===== src/rtl/rxs_pkg.sv =====
package rxs_pkg;
    localparam int NFLAG  = 5;
    localparam int F_RDF  = 0;
    localparam int F_IDLE = 1;
    localparam int F_OVR  = 2;
    localparam int F_NF   = 3;
    localparam int F_FE   = 4;

    typedef logic [NFLAG-1:0] flag_vec_t;
endpackage


===== src/rtl/rxs_idle_det.sv =====
module rxs_idle_det #(
    parameter int IDLE_SHORT = 10,
    parameter int IDLE_LONG  = 11
) (
    input  logic clk,
    input  logic rst_n,
    input  logic bit_tick,
    input  logic line_level,
    input  logic long_frame,
    input  logic word_done,
    output logic idle_hit
);
    localparam int CW = $clog2(IDLE_LONG + 1);

    typedef struct packed {
        logic [CW-1:0] cnt;
        logic          en;
    } idle_st_t;

    idle_st_t st_d, st_q;
    logic [CW-1:0] thr;

    always_comb begin
        st_d     = st_q;
        idle_hit = 1'b0;
        thr      = long_frame ? CW'(IDLE_LONG) : CW'(IDLE_SHORT);
        if (bit_tick) begin
            if (line_level) begin
                if (st_q.cnt < CW'(IDLE_LONG)) st_d.cnt = st_q.cnt + 1'b1;
                if (st_q.en && (st_d.cnt >= thr)) begin
                    idle_hit = 1'b1;
                    st_d.en  = 1'b0;
                end
            end else begin
                st_d.cnt = '0;
            end
        end
        if (word_done) st_d.en = 1'b1;
    end

    always_ff @(posedge clk or negedge rst_n) begin
        if (!rst_n) begin
            st_q.cnt <= '0;
            st_q.en  <= 1'b1;
        end else begin
            st_q <= st_d;
        end
    end


    idle_on_high_tick_chk: assert property (@(posedge clk) disable iff (!rst_n)
        idle_hit |-> (bit_tick && line_level));


    idle_no_repeat_chk: assert property (@(posedge clk) disable iff (!rst_n)
        (idle_hit && !word_done) |=> !idle_hit);
endmodule


===== src/rtl/rxs_rdr.sv =====
module rxs_rdr
    import rxs_pkg::*;
#(
    parameter int DATA_W = 8
) (
    input  logic              clk,
    input  logic              rst_n,
    input  logic              word_done,
    input  logic [DATA_W-1:0] word_data,
    input  logic              stop_bit,
    input  logic              noise_det,
    input  logic              idle_hit,
    input  logic              stat_rd,
    input  logic              data_rd,
    output logic [DATA_W-1:0] data_out,
    output flag_vec_t         flags_out
);
    typedef struct packed {
        logic [DATA_W-1:0] data;
        flag_vec_t         flags;
        flag_vec_t         arm;
    } rdr_st_t;

    rdr_st_t   st_d, st_q;
    flag_vec_t clr;
    logic      rdf_busy;

    always_comb begin
        st_d     = st_q;
        clr      = data_rd ? st_q.arm : '0;
        st_d.flags = st_q.flags & ~clr;
        rdf_busy = st_d.flags[F_RDF];
        if (word_done) begin
            if (rdf_busy) begin
                st_d.flags[F_OVR] = 1'b1;
            end else begin
                st_d.data         = word_data;
                st_d.flags[F_RDF] = 1'b1;
                st_d.flags[F_FE]  = ~stop_bit;
                st_d.flags[F_NF]  = noise_det;
            end
        end
        if (idle_hit) st_d.flags[F_IDLE] = 1'b1;
        if (stat_rd)      st_d.arm = st_q.flags;
        else if (data_rd) st_d.arm = '0;
    end

    always_ff @(posedge clk or negedge rst_n) begin
        if (!rst_n) begin
            st_q <= '0;
        end else begin
            st_q <= st_d;
        end
    end

    assign data_out  = st_q.data;
    assign flags_out = st_q.flags;


    load_word_chk: assert property (@(posedge clk) disable iff (!rst_n)
        (word_done && !rdf_busy) |=> (st_q.data == $past(word_data)) && st_q.flags[F_RDF]);


    ovr_hold_chk: assert property (@(posedge clk) disable iff (!rst_n)
        (word_done && rdf_busy) |=> st_q.flags[F_OVR] && $stable(st_q.data));


    ovr_fe_quiet_chk: assert property (@(posedge clk) disable iff (!rst_n)
        (word_done && rdf_busy) |=> !(st_q.flags[F_FE] && !$past(st_q.flags[F_FE])));


    rdf_clear_seq_chk: assert property (@(posedge clk) disable iff (!rst_n)
        $fell(st_q.flags[F_RDF]) |-> $past(data_rd && st_q.arm[F_RDF]));
endmodule


===== src/rtl/rxs_status_top.sv =====
module rxs_status_top
    import rxs_pkg::*;
#(
    parameter int DATA_W     = 8,
    parameter int IDLE_SHORT = 10,
    parameter int IDLE_LONG  = 11
) (
    input  logic              clk,
    input  logic              rst_n,
    input  logic              word_done,
    input  logic [DATA_W-1:0] word_data,
    input  logic              stop_bit,
    input  logic              noise_det,
    input  logic              bit_tick,
    input  logic              line_level,
    input  logic              long_frame,
    input  logic              stat_rd,
    input  logic              data_rd,
    input  logic              rx_ie,
    input  logic              idle_ie,
    output logic [DATA_W-1:0] rdata,
    output logic              flag_rdf,
    output logic              flag_idle,
    output logic              flag_ovr,
    output logic              flag_nf,
    output logic              flag_fe,
    output logic              irq
);
    logic      idle_hit;
    flag_vec_t flags;

    rxs_idle_det #(
        .IDLE_SHORT (IDLE_SHORT),
        .IDLE_LONG  (IDLE_LONG)
    ) u_idle (
        .clk        (clk),
        .rst_n      (rst_n),
        .bit_tick   (bit_tick),
        .line_level (line_level),
        .long_frame (long_frame),
        .word_done  (word_done),
        .idle_hit   (idle_hit)
    );

    rxs_rdr #(
        .DATA_W (DATA_W)
    ) u_rdr (
        .clk       (clk),
        .rst_n     (rst_n),
        .word_done (word_done),
        .word_data (word_data),
        .stop_bit  (stop_bit),
        .noise_det (noise_det),
        .idle_hit  (idle_hit),
        .stat_rd   (stat_rd),
        .data_rd   (data_rd),
        .data_out  (rdata),
        .flags_out (flags)
    );

    assign flag_rdf  = flags[F_RDF];
    assign flag_idle = flags[F_IDLE];
    assign flag_ovr  = flags[F_OVR];
    assign flag_nf   = flags[F_NF];
    assign flag_fe   = flags[F_FE];

    always_comb begin
        irq = (rx_ie && (flag_rdf || flag_ovr)) || (idle_ie && flag_idle);
    end


    irq_ovr_chk: assert property (@(posedge clk) disable iff (!rst_n)
        (rx_ie && flag_ovr) |-> irq);


    irq_quiet_chk: assert property (@(posedge clk) disable iff (!rst_n)
        (!rx_ie && !idle_ie) |-> !irq);


    idle_from_det_chk: assert property (@(posedge clk) disable iff (!rst_n)
        $rose(flag_idle) |-> $past(idle_hit));
endmodule


===== config.mk =====
export PLATFORM = sky130hd
export DESIGN_NAME = rxs_status_top
export DESIGN_NICKNAME = d
export VERILOG_FILES = /design/src/rtl/rxs_pkg.sv /design/src/rtl/rxs_idle_det.sv /design/src/rtl/rxs_rdr.sv /design/src/rtl/rxs_status_top.sv
export SDC_FILE = /design/constraint.sdc
export NUM_CORES = 1
export LEC_CHECK = 0
export ABC_AREA = 1
export BUFFER_PORTS_ARGS = -buffer_cell sky130_fd_sc_hd__buf_2
export CAP_MARGIN = 25
export CORE_AREA = 2 2 53 55
export DETAILED_ROUTE_END_ITERATION = 8
export DIE_AREA = 0 0 55 57
export PLACE_DENSITY = 0.72
export SKIP_CTS_REPAIR_TIMING = 1
export SLEW_MARGIN = 20
export SYNTH_ARGS = -nofsm -noshare
export SYNTH_HDL_FRONTEND = slang
export SYNTH_SLANG_ARGS = --single-unit

===== constraint.sdc =====
create_clock -name clk -period 2.7 [get_ports clk]
set_clock_uncertainty 0.1 [all_clocks]
set_input_delay 0 -clock clk [delete_from_list [all_inputs] [get_ports clk]]
set_output_delay 0 -clock clk [all_outputs]
set_load 0.02 [all_outputs]

==> results.cfg, run 1 <==
[global_route]
grt_remaining_overflow = 0
grt_max_degree = 24
grt_usage_pct = 14.7
antenna_found_initial = 0
grt_pass1_vias = 815
grt_pass1_wl_mm = 3.41

[cts]
cts_sinks = 23
cts_tree = built
cts_buffers = 3
cts.path.max_buffers = 2
htreeDepth = 1
clk_pin_slew_worst_paths_ns = 0.13
root_buffer = clkbuf_4
clock_latency_ns = 0.30

[routing]
vias = 1024
top_layer = met4
wl_met2_mm = 1.36
route.met3.wl_um = 152
ant_nets = 0
dr.pass1.iters = 6
drt_wl_total_mm = 2.52
wl_per_cell_um = 12.1
vias_per_cell = 4.90
drc = 0
drt-met1-wl_um = 981
drtIter0Drc = 27

[power]
p_leak_nw = 0.788
powerDensity_mw_per_mm2 = 569
ir_drop_uv = 378

[synth]
synth-edff-count = 0
async_reset_ff_share_pct = 100
synth.distinct_cells = 20
yosysSeqAreaShare_pct = 51.9
syn-num-nets = 146
synthesis.instances = 124
yosys.area_share.adder_pct = 2.25
syn_area_mm2 = 0.00111
synth.mux.area_fraction_pct = 0
synth_xor_area_share_pct = 0.787
ys_ff_latch = 23
synth_top_family_by_area = simple AND/OR/NAND/NOR gates
synth_area_per_cell_um2 = 8.97
synth_compound_area_share_pct = 11.0
synth-simple-area-share_pct = 21.5
synth-main-ff-cell = dfrtp_1
yosysWarnings = 0

[sta]
timing.setup.tns_ns = 0
setup_viol = 0
slew_headroom_pct = 67.8
finalMaxSlewViolations = 0
min_period_ns = 2.28
final-hold-violation-count = 0
clock.fmax_ghz = 0.438
fin_crit_sh_pct = 84.5
rsz0062_at_grt = false
worstMarginPinSlew_ns = 0.484

[hold_path]
holdCritPathClass = in2async

[floorplanning]
dieArea_mm2 = 0.00314
die_h_um = 57
ios = 34
initial_utilization_pct = 42.5
core-area_mm2 = 0.00262
fp-row-count = 19
die_x_um = 55

[setup_path]
path_buf_inv = 3
cp_slowest_cell = dlygate4sd3_1
cpMostUsedCell = dlygate4sd3_1
critPathRequiredTime_ns = 2.85
endpoint_kind = register
critical_path_class = reg2reg
path_delay_family = buffers and inverters
worstPathMaxFanout = 12
max_stage_delay_ns = 0.59
arrival_ns = 2.44
cp-start-kind = register
crit_chain = inv_1, o21ai_2, nand3_1, dlygate4sd3_1, nand2_1, dlygate4sd3_1

[cells_and_area]
num_antenna_cells = 0
drive_above_1_share_pct = 28.1
final_cells = 209
fin_nets = 201
area_growth_pct = 38.5

[placed_design]
portBuffers = 33
placed_cells = 177
place_hpwl_mm = 1.60
finalWeightedCongestion = 0.919

[flow_run]
maxCapViolCount = 0

[status]
outcome = finished, final reports clean
power by group:
group	internal [W]	total (W)	switching [W]	leakage, nW
combinational	0.000116	0.000280	0.000164	0.483
clock	0.0000551	0.000156	0.000101	0.0177
sequential	0.000403	0.000441	0.0000376	0.287
cells by family after synthesis:
group / Yosys count
buf+inv: 26
xor+xnor: 1
fa+ha+maj: 2
simple gates: 53
compound gates: 19
flops: 23
routing by layer:
| layer | vias to the layer above | track usage, % |
|---|---|---|
| met5 | - | 0 |
| met2 | 38 | 23.6 |
| met3 | 4 | 2.36 |
| met4 | 0 | 4.18 |
| li1 | 500 | - |
| met1 | 482 | 20.4 |
registers in the layout, summed over array words and instances (netlist names):
signal and cells:
u_rdr.flags_out 5, u_idle.st_q 5, u_rdr.data_out 8, u_rdr.st_q 5
final timing paths:
check | start | end | slack [ns] | cells past startpoint
worst max-delay path | u_rdr.st_q[0]$_DFFE_PN0P_ | u_rdr.flags_out[3]$_DFF_PN0_ | 0.42 | 6
worst min-delay path | rst_n | u_rdr.st_q[0]$_DFFE_PN0P_ | 0.07 | 2
worst max register to register | u_rdr.st_q[0]$_DFFE_PN0P_ | u_rdr.flags_out[3]$_DFF_PN0_ | 0.42 | 6
worst min register to register | u_idle.st_q[0]$_DFFE_PN1P_ | u_idle.st_q[0]$_DFFE_PN1P_ | 0.38 | 2
max in group asynchronous | rst_n | u_idle.st_q[0]$_DFFE_PN1P_ | 2.08 | 2
min in group clk | long_frame | u_rdr.flags_out[1]$_DFF_PN0_ | 0.12 | 7
worst register-to-register path: cells and delay by family, from the launching register on:
family / cells / cell delay (ns)
AND/OR/NAND/NOR: 2 / 0.19
flip-flops: 1 / 0.35
AO/OA/AOI/OAI: 1 / 0.41
buffers and inverters: 3 / 1.19
placed cells by master (no fill, tap or decap), drive strengths merged:
cell type    instances
xor2                 1
or2                  1
o211ai               3
clkinv               1
clkbuf               3
o22ai                3
dfrtp               22
buf                 33
dlygate4sd3         28
inv                 15
dfstp                1
ha                   2
o21ai               13
nand2               37
nor2                 1
nand3               14
Yosys cell counts, types with 2 or more instances:
library cell | count | area [um2]
buf_4 | 9 | 67.6
dfrtp_1 | 22 | 551
ha_1 | 2 | 25.0
inv_1 | 13 | 48.8
inv_2 | 2 | 7.51
nand2_1 | 36 | 135
nand3_1 | 11 | 55.1
nand3_2 | 3 | 30.0
o211ai_1 | 2 | 15.0
o21ai_0 | 10 | 50.1
o21ai_2 | 3 | 26.3
o22ai_1 | 3 | 18.8
cell type report:
class	instances	area [um2]
clock buffers	3	22.5
clock inverters	1	5.00
fillers	231	1070
inverters	15	56.3
multi-input cells	75	395
flip-flops and latches	23	577
well taps	31	38.8
repair buffers	61	445
through the flow:
step	area (um2)	hold slack (ns)	worst slack, ns	util (%)	power, W
2_1_floorplan	1110	-0.396	1.01	-	0.000638
3_3_place_gp	1230	-0.111	0.970	47.1	0.000680
3_5_place_dp	1230	-0.108	0.848	47.1	0.000689
4_1_cts	1260	-0.450	0.821	48.2	0.000842
5_1_grt	1540	0.118	0.296	58.9	0.000931
6_report	1540	0.0654	0.419	58.9	0.000877
No activity file was read; power rests on OpenSTA's default activity.
==> inputs of run 2 (changes only) <==
--- a/config.mk
+++ b/config.mk
@@ -5,13 +5,13 @@
 export SDC_FILE = /design/constraint.sdc
 export NUM_CORES = 1
 export LEC_CHECK = 0
-export ABC_AREA = 1
+export ABC_AREA = 0
 export BUFFER_PORTS_ARGS = -buffer_cell sky130_fd_sc_hd__buf_2
 export CAP_MARGIN = 25
 export CORE_AREA = 2 2 53 55
 export DETAILED_ROUTE_END_ITERATION = 8
 export DIE_AREA = 0 0 55 57
-export PLACE_DENSITY = 0.72
+export PLACE_DENSITY = 0.74
 export SKIP_CTS_REPAIR_TIMING = 1
 export SLEW_MARGIN = 20
 export SYNTH_ARGS = -nofsm -noshare
==> constraint.sdc (replaced) <==
create_clock -name clk -period 1.9 [get_ports clk]
set_clock_uncertainty 0.1 [all_clocks]
set_input_delay 0 -clock clk [delete_from_list [all_inputs] [get_ports clk]]
set_output_delay 0 -clock clk [all_outputs]
set_load 0.02 [all_outputs]
==> run 2 against run 1 <==
  * Critical path type unchanged
  * Non-clock buffer count is 3 lower
  * Design area is 0.32% higher
  * The run now ends with setup timing left
  * Routed wire length decreased by 5.1%
  * Highest routed layer unchanged
  * Largest cell class unchanged
==> results.cfg, run 2 <==
[global_route]
grt_remaining_overflow = 0
grt_pass1_wl_mm = 3.68
antenna_found_initial = 0
grt_max_degree = 24
grt_usage_pct = 16.1
grt_pass1_vias = 838

[cts]
root_buffer = clkbuf_4
clk_pin_slew_worst_paths_ns = 0.13
cts_tree = built
cts.path.max_buffers = 2
cts_buffers = 3
clock_latency_ns = 0.31
cts_sinks = 23
htreeDepth = 1

[floorplanning]
fp-row-count = 19
die_x_um = 55
die_h_um = 57
dieArea_mm2 = 0.00314
ios = 34
core-area_mm2 = 0.00262
initial_utilization_pct = 42.3

[synth]
yosysSeqAreaShare_pct = 52.1
async_reset_ff_share_pct = 100
synth_top_cell_by_area = dfrtp_1
synth.distinct_cells = 31
yosysWarnings = 0
synth-edff-count = 0
yosys-top-cells-count = dfrtp_1 (22), nand2_1 (10), mux2_1 (9)
ys_ff_latch = 23
syn-num-nets = 123
yosys.area.top_type_share_pct = 49.8
yosysMostFrequentCell = dfrtp_1
synth_area_leaders = dfrtp_1 (50%), mux2_1 (9.2%), buf_4 (5.4%), a22o_1 (4.0%), nand2_1 (3.4%)
syn_area_mm2 = 0.00111
synth-main-ff-cell = dfrtp_1
synthesis.instances = 101
synth_area_per_cell_um2 = 11.0

[sta]
final-hold-violation-count = 0
worstMarginPinSlew_ns = 0.517
fin_crit_sh_pct = 107
rsz0062_at_grt = true
fin_ws_ns = -0.139
timing.setup.tns_ns = -0.160
clock.fmax_ghz = 0.490
setup_viol = 2
slew_headroom_pct = 65.5
finalMaxSlewViolations = 0
min_period_ns = 2.04

[status]
outcome = finished with violations
violations = setup timing

[cells_and_area]
layout_commonest_cell = buf_2
area_growth_pct = 39.7
fillers = 230
final_cells = 185
utilization_pct = 59.1
largest_reg_flops = 8
drive_above_1_share_pct = 33.1
num_antenna_cells = 0
fin_nets = 177
mostFrequentLayoutCells = buf_2 (33), dfrtp_1 (22), dlygate4sd3_1 (18)

[setup_path]
r2r_setup_slack_ns = -0.14
arrival_ns = 2.14
max_stage_delay_ns = 0.43
cp-start-kind = register
crit_chain = ha_4, o21ai_4, xnor2_2, ha_1, nand2b_4, a311oi_2, o21ai_1, a32o_1
worstPathMaxFanout = 2
critical_path_class = reg2reg
critPathRequiredTime_ns = 2.00
cp_slowest_cell = dfrtp_1
endpoint_kind = register

[power]
p_leak_nw = 0.757
power.internal_w = 0.000863
p_sw_w = 0.000427
clockPowerShare_pct = 17.4
seqPwrFrac_pct = 49.3
p_comb_share_pct = 33.3
powerDensity_mw_per_mm2 = 835
swShare_pct = 33.1
ir_drop_uv = 472

[placed_design]
placed_cells = 162
finalWeightedCongestion = 0.878
place_hpwl_mm = 1.64
portBuffers = 33

[routing]
ant_nets = 0
drc = 0
vias = 930
dr.pass1.iters = 4
drt_wl_total_mm = 2.39
wl_per_cell_um = 12.9
vias_per_cell = 5.03
drtIter0Drc = 4

[flow_run]
maxCapViolCount = 0

[hold_path]
holdCritPathClass = in2async
==> run 2: cell types whose count changed after synthesis, moves of 4 or more <==
cell,delta
a22o_1,+5
inv_1,-9
mux2_1,+9
nand2_1,-26
nand2b_1,+5
nand3_1,-10
nor2_1,+4
o21ai_0,-5
==> run 2: final timing paths <==
kind / start / to / cells past startpoint
hold / removal: rst_n / u_rdr.st_q[3]$_DFFE_PN0P_ / 2
hold reg to reg: u_rdr.data_out[6]$_DFFE_PN0P_ / u_rdr.data_out[6]$_DFFE_PN0P_ / 1
setup / recovery: u_idle.st_q[2]$_DFFE_PN0P_ / u_rdr.flags_out[1]$_DFF_PN0_ / 8
setup reg to reg: u_idle.st_q[2]$_DFFE_PN0P_ / u_rdr.flags_out[1]$_DFF_PN0_ / 8
max in group asynchronous: rst_n / u_idle.st_q[0]$_DFFE_PN1P_ / 2
min in group clk: long_frame / u_idle.st_q[0]$_DFFE_PN1P_ / 6
==> run 2: per-layer routing <==
layer / share of wire, % / wire length (um) / GRT usage (%) / vias to the layer above
met5: 0 / 0 / 0 / -
met2: 51 / 1220 / 25.9 / 27
met4: 1.1 / 27 / 8.36 / 0
li1: - / - / - / 453
met1: 44 / 1060 / 21.2 / 448
met3: 3.7 / 89 / 1.57 / 2
==> run 2: area by class of cell <==
cell class | count | area (um2) | area share, %
timing repair buffer | 58 | 398 | 25.7
tap | 31 | 38.8 | 2.51
inverter | 6 | 22.5 | 1.46
clock buffer | 3 | 22.5 | 1.46
multi-input combinational | 63 | 482 | 31.2
clock inverter | 1 | 5.00 | 0.324
sequential | 23 | 577 | 37.3
==> run 2: worst max-delay path, delay by kind of cell (launching register included) <==
kind                       cells  cell delay [ns]
AOI/OAI and AO/OA              4             0.71
adders and majority gates      2             0.47
DFF                            1             0.43
and+or+nand+nor                1             0.15
xor gates and xnor gates       1             0.08
==> run 2: logic make-up (layout without fill, tap and decap cells) <==
| group | count (synthesis) | count (layout) | synth area share [%] |
|---|---|---|---|
| buffers and inverters | 15 | 68 | 7.81 |
| adders and majority gates | 2 | 2 | 2.26 |
| and+or+nand+nor | 27 | 27 | 12.3 |
| DFF | 23 | 23 | 52.1 |
| xor gates and xnor gates | 1 | 1 | 0.792 |
| AOI/OAI and AO/OA | 23 | 23 | 14.6 |
| muxes | 10 | 10 | 10.1 |
==> run 2: power by group through the flow <==
stage          clock network (W)  registers, W  logic (W)
3_3_place_gp                   0      0.000641   0.000377
5_1_grt                 0.000263      0.000653   0.000473
3_5_place_dp                   0      0.000646   0.000391
4_1_cts                 0.000233      0.000636   0.000393
6_report                0.000225      0.000636   0.000429
2_1_floorplan                  0      0.000667   0.000276
==> run 2: per-stage QoR <==
step / setup WS [ns] / cell area, um2 / power (W) / hold slack [ns]
5_1_grt: -0.231 / 1550 / 0.00139 / 0.101
3_3_place_gp: -0.0359 / 1320 / 0.00102 / -0.106
3_5_place_dp: -0.0971 / 1320 / 0.00104 / -0.0990
2_1_floorplan: -0.101 / 1140 / 0.000943 / -0.396
4_1_cts: -0.135 / 1350 / 0.00126 / -0.458
6_report: -0.139 / 1550 / 0.00129 / 0.0700
==> inputs of run 3 (changes only) <==
--- a/config.mk
+++ b/config.mk
@@ -6,12 +6,13 @@
 export NUM_CORES = 1
 export LEC_CHECK = 0
 export ABC_AREA = 0
-export BUFFER_PORTS_ARGS = -buffer_cell sky130_fd_sc_hd__buf_2
 export CAP_MARGIN = 25
-export CORE_AREA = 2 2 53 55
+export CORE_AREA = 2 2 51 53
+export CTS_BUF_LIST = sky130_fd_sc_hd__clkbuf_8
 export DETAILED_ROUTE_END_ITERATION = 8
-export DIE_AREA = 0 0 55 57
-export PLACE_DENSITY = 0.74
+export DIE_AREA = 0 0 53 55
+export DONT_BUFFER_PORTS = 1
+export PLACE_DENSITY = 0.66
 export SKIP_CTS_REPAIR_TIMING = 1
 export SLEW_MARGIN = 20
 export SYNTH_ARGS = -nofsm -noshare
==> run 3 against run 2 <==
  * The flow still finishes with violations (setup timing)
  * Global-route usage shrank 1.7 points
  * Clock-buffer cell count is the same
  * First-iteration DRC count rose by 130%
  * Non-clock buffer count decreased by 32
  * Sequential power is 15% higher
  * Critical path depth unchanged
  * Flip-flop and latch count unchanged
  * Final cell count decreased by 18%
  * Hold slack worse by 0.012 ns
  * Critical path type unchanged
==> results.cfg, run 3 (synthesis results as in run 2) <==
[floorplanning]
fp-row-count = 18
dieArea_mm2 = 0.00292
initial_utilization_pct = 46.8
ios = 34
die_x_um = 53
die_h_um = 55
core-area_mm2 = 0.00236

[setup_path]
endpoint_kind = register
r2r_setup_slack_ns = -0.14
worstPathMaxFanout = 4
critPathRequiredTime_ns = 1.95
r2r_cells = 8
cp-start-kind = register
arrival_ns = 2.09
critical_path_class = reg2reg
r2r-end = u_rdr.flags_out[1]$_DFF_PN0_
rr_startpoint = u_idle.st_q[1]$_DFFE_PN0P_

[routing]
dr.pass1.iters = 3
drt_wl_total_mm = 2.29
ant_nets = 0
vias = 803
drc = 0
wl_per_cell_um = 15.0
drtIter0Drc = 9
vias_per_cell = 5.28

[cells_and_area]
num_antenna_cells = 0
fin_nets = 145
final_cells = 152
layout_commonest_cell = dfrtp_1
area_growth_pct = 27.8
drive_above_1_share_pct = 14.8
mostFrequentLayoutCells = dfrtp_1 (22), dlygate4sd3_1 (19), nand2_1 (10)
largest_reg_flops = 8

[cts]
cts_buffers = 3
clk_pin_slew_worst_paths_ns = 0.08
htreeDepth = 1
cts_sinks = 23
root_buffer = clkbuf_8
clock_latency_ns = 0.26
cts_tree = built
cts.path.max_buffers = 2

[placed_design]
finalWeightedCongestion = 0.834
portBuffers = 0
placed_cells = 127
place_hpwl_mm = 1.48

[flow_run]
maxCapViolCount = 0

[sta]
fin_ws_ns = -0.138
slew_headroom_pct = 75.8
fin_crit_sh_pct = 107
finalMaxSlewViolations = 0
setup_viol = 2
worstMarginPinSlew_ns = 0.363
clock.fmax_ghz = 0.491
rsz0062_at_grt = true
final-hold-violation-count = 0
holdWs_ns = 0.0585
min_period_ns = 2.04

[power]
p_leak_nw = 0.639
ir_drop_uv = 632
powerDensity_mw_per_mm2 = 912

[global_route]
grt_pass1_wl_mm = 2.90
grt_remaining_overflow = 0
grt_pass1_vias = 664
antenna_found_initial = 0
grt_max_degree = 24
grt_usage_pct = 14.4

[hold_path]
holdCritPathClass = in2async

[status]
outcome = finished with violations
violations = setup timing
## run 3: changes by cell type in the layout (fill, tap and decap cells not counted), sizes merged
cell         previous run  this run
buf                    40         7
dlygate4sd3            18        19
## run 3: routing by layer
metal	part of all wire, %	global-route usage [%]	up-vias	wire length (um)
met5	0	0	-	0
met4	1.6	3.85	0	36
met3	6.5	6.72	4	148
met2	54	25.6	25	1230
met1	38	15.4	387	867
li1	-	-	387	-
## run 3: cell type report
cell class                 instances  area (um2)
tap                               30        37.5
timing repair buffer              26         255
clock buffer                       3        41.3
inverter                           6        22.5
fill                             200         951
sequential                        23         577
multi-input combinational         63         475
clock inverter                     1        5.00
## run 3: per-stage QoR
step	setup TNS, ns	worst slack, ns	power [W]	utilization [%]	cell area, um2
6_report	-0.159	-0.138	0.00129	59.8	1410
5_1_grt	-0.277	-0.201	0.00138	59.8	1410
4_1_cts	-0.135	-0.129	0.00124	50.5	1190
3_5_place_dp	-0.116	-0.116	0.000942	48.6	1150
3_3_place_gp	-0.0488	-0.0488	0.000927	48.6	1150
2_1_floorplan	-0.101	-0.101	0.000943	-	1140
## run 3: worst max path at each step
stage / slack, ns / to / depth (start not counted) / startpoint
finish: -0.14 / u_rdr.flags_out[1]$_DFF_PN0_ / 8 / u_idle.st_q[1]$_DFFE_PN0P_
global route: -0.20 / u_rdr.flags_out[1]$_DFF_PN0_ / 8 / u_idle.st_q[1]$_DFFE_PN0P_
CTS: -0.13 / u_rdr.flags_out[1]$_DFF_PN0_ / 8 / u_idle.st_q[2]$_DFFE_PN0P_
detailed placement: -0.12 / u_rdr.flags_out[1]$_DFF_PN0_ / 8 / u_idle.st_q[2]$_DFFE_PN0P_
global placement: -0.05 / u_rdr.flags_out[1]$_DFF_PN0_ / 8 / u_idle.st_q[2]$_DFFE_PN0P_
floorplan: -0.10 / u_rdr.flags_out[1]$_DFF_PN0_ / 8 / u_idle.st_q[1]$_DFFE_PN0P_
## run 3: power breakdown
part           leakage, nW  internal [W]  switching, W
registers            0.280      0.000578      0.000153
logic                0.333      0.000152      0.000111
clock network       0.0255      0.000146      0.000149
total                0.639      0.000876      0.000413
## run 3: critical path: stages (launching register included)
cell	delay (ns)
dfrtp_1	0.41
ha_4	0.19
o21ai_4	0.14
xnor2_1	0.13
ha_1	0.24
nand2b_4	0.14
a311oi_2	0.19
o21ai_1	0.13
a32o_2	0.26
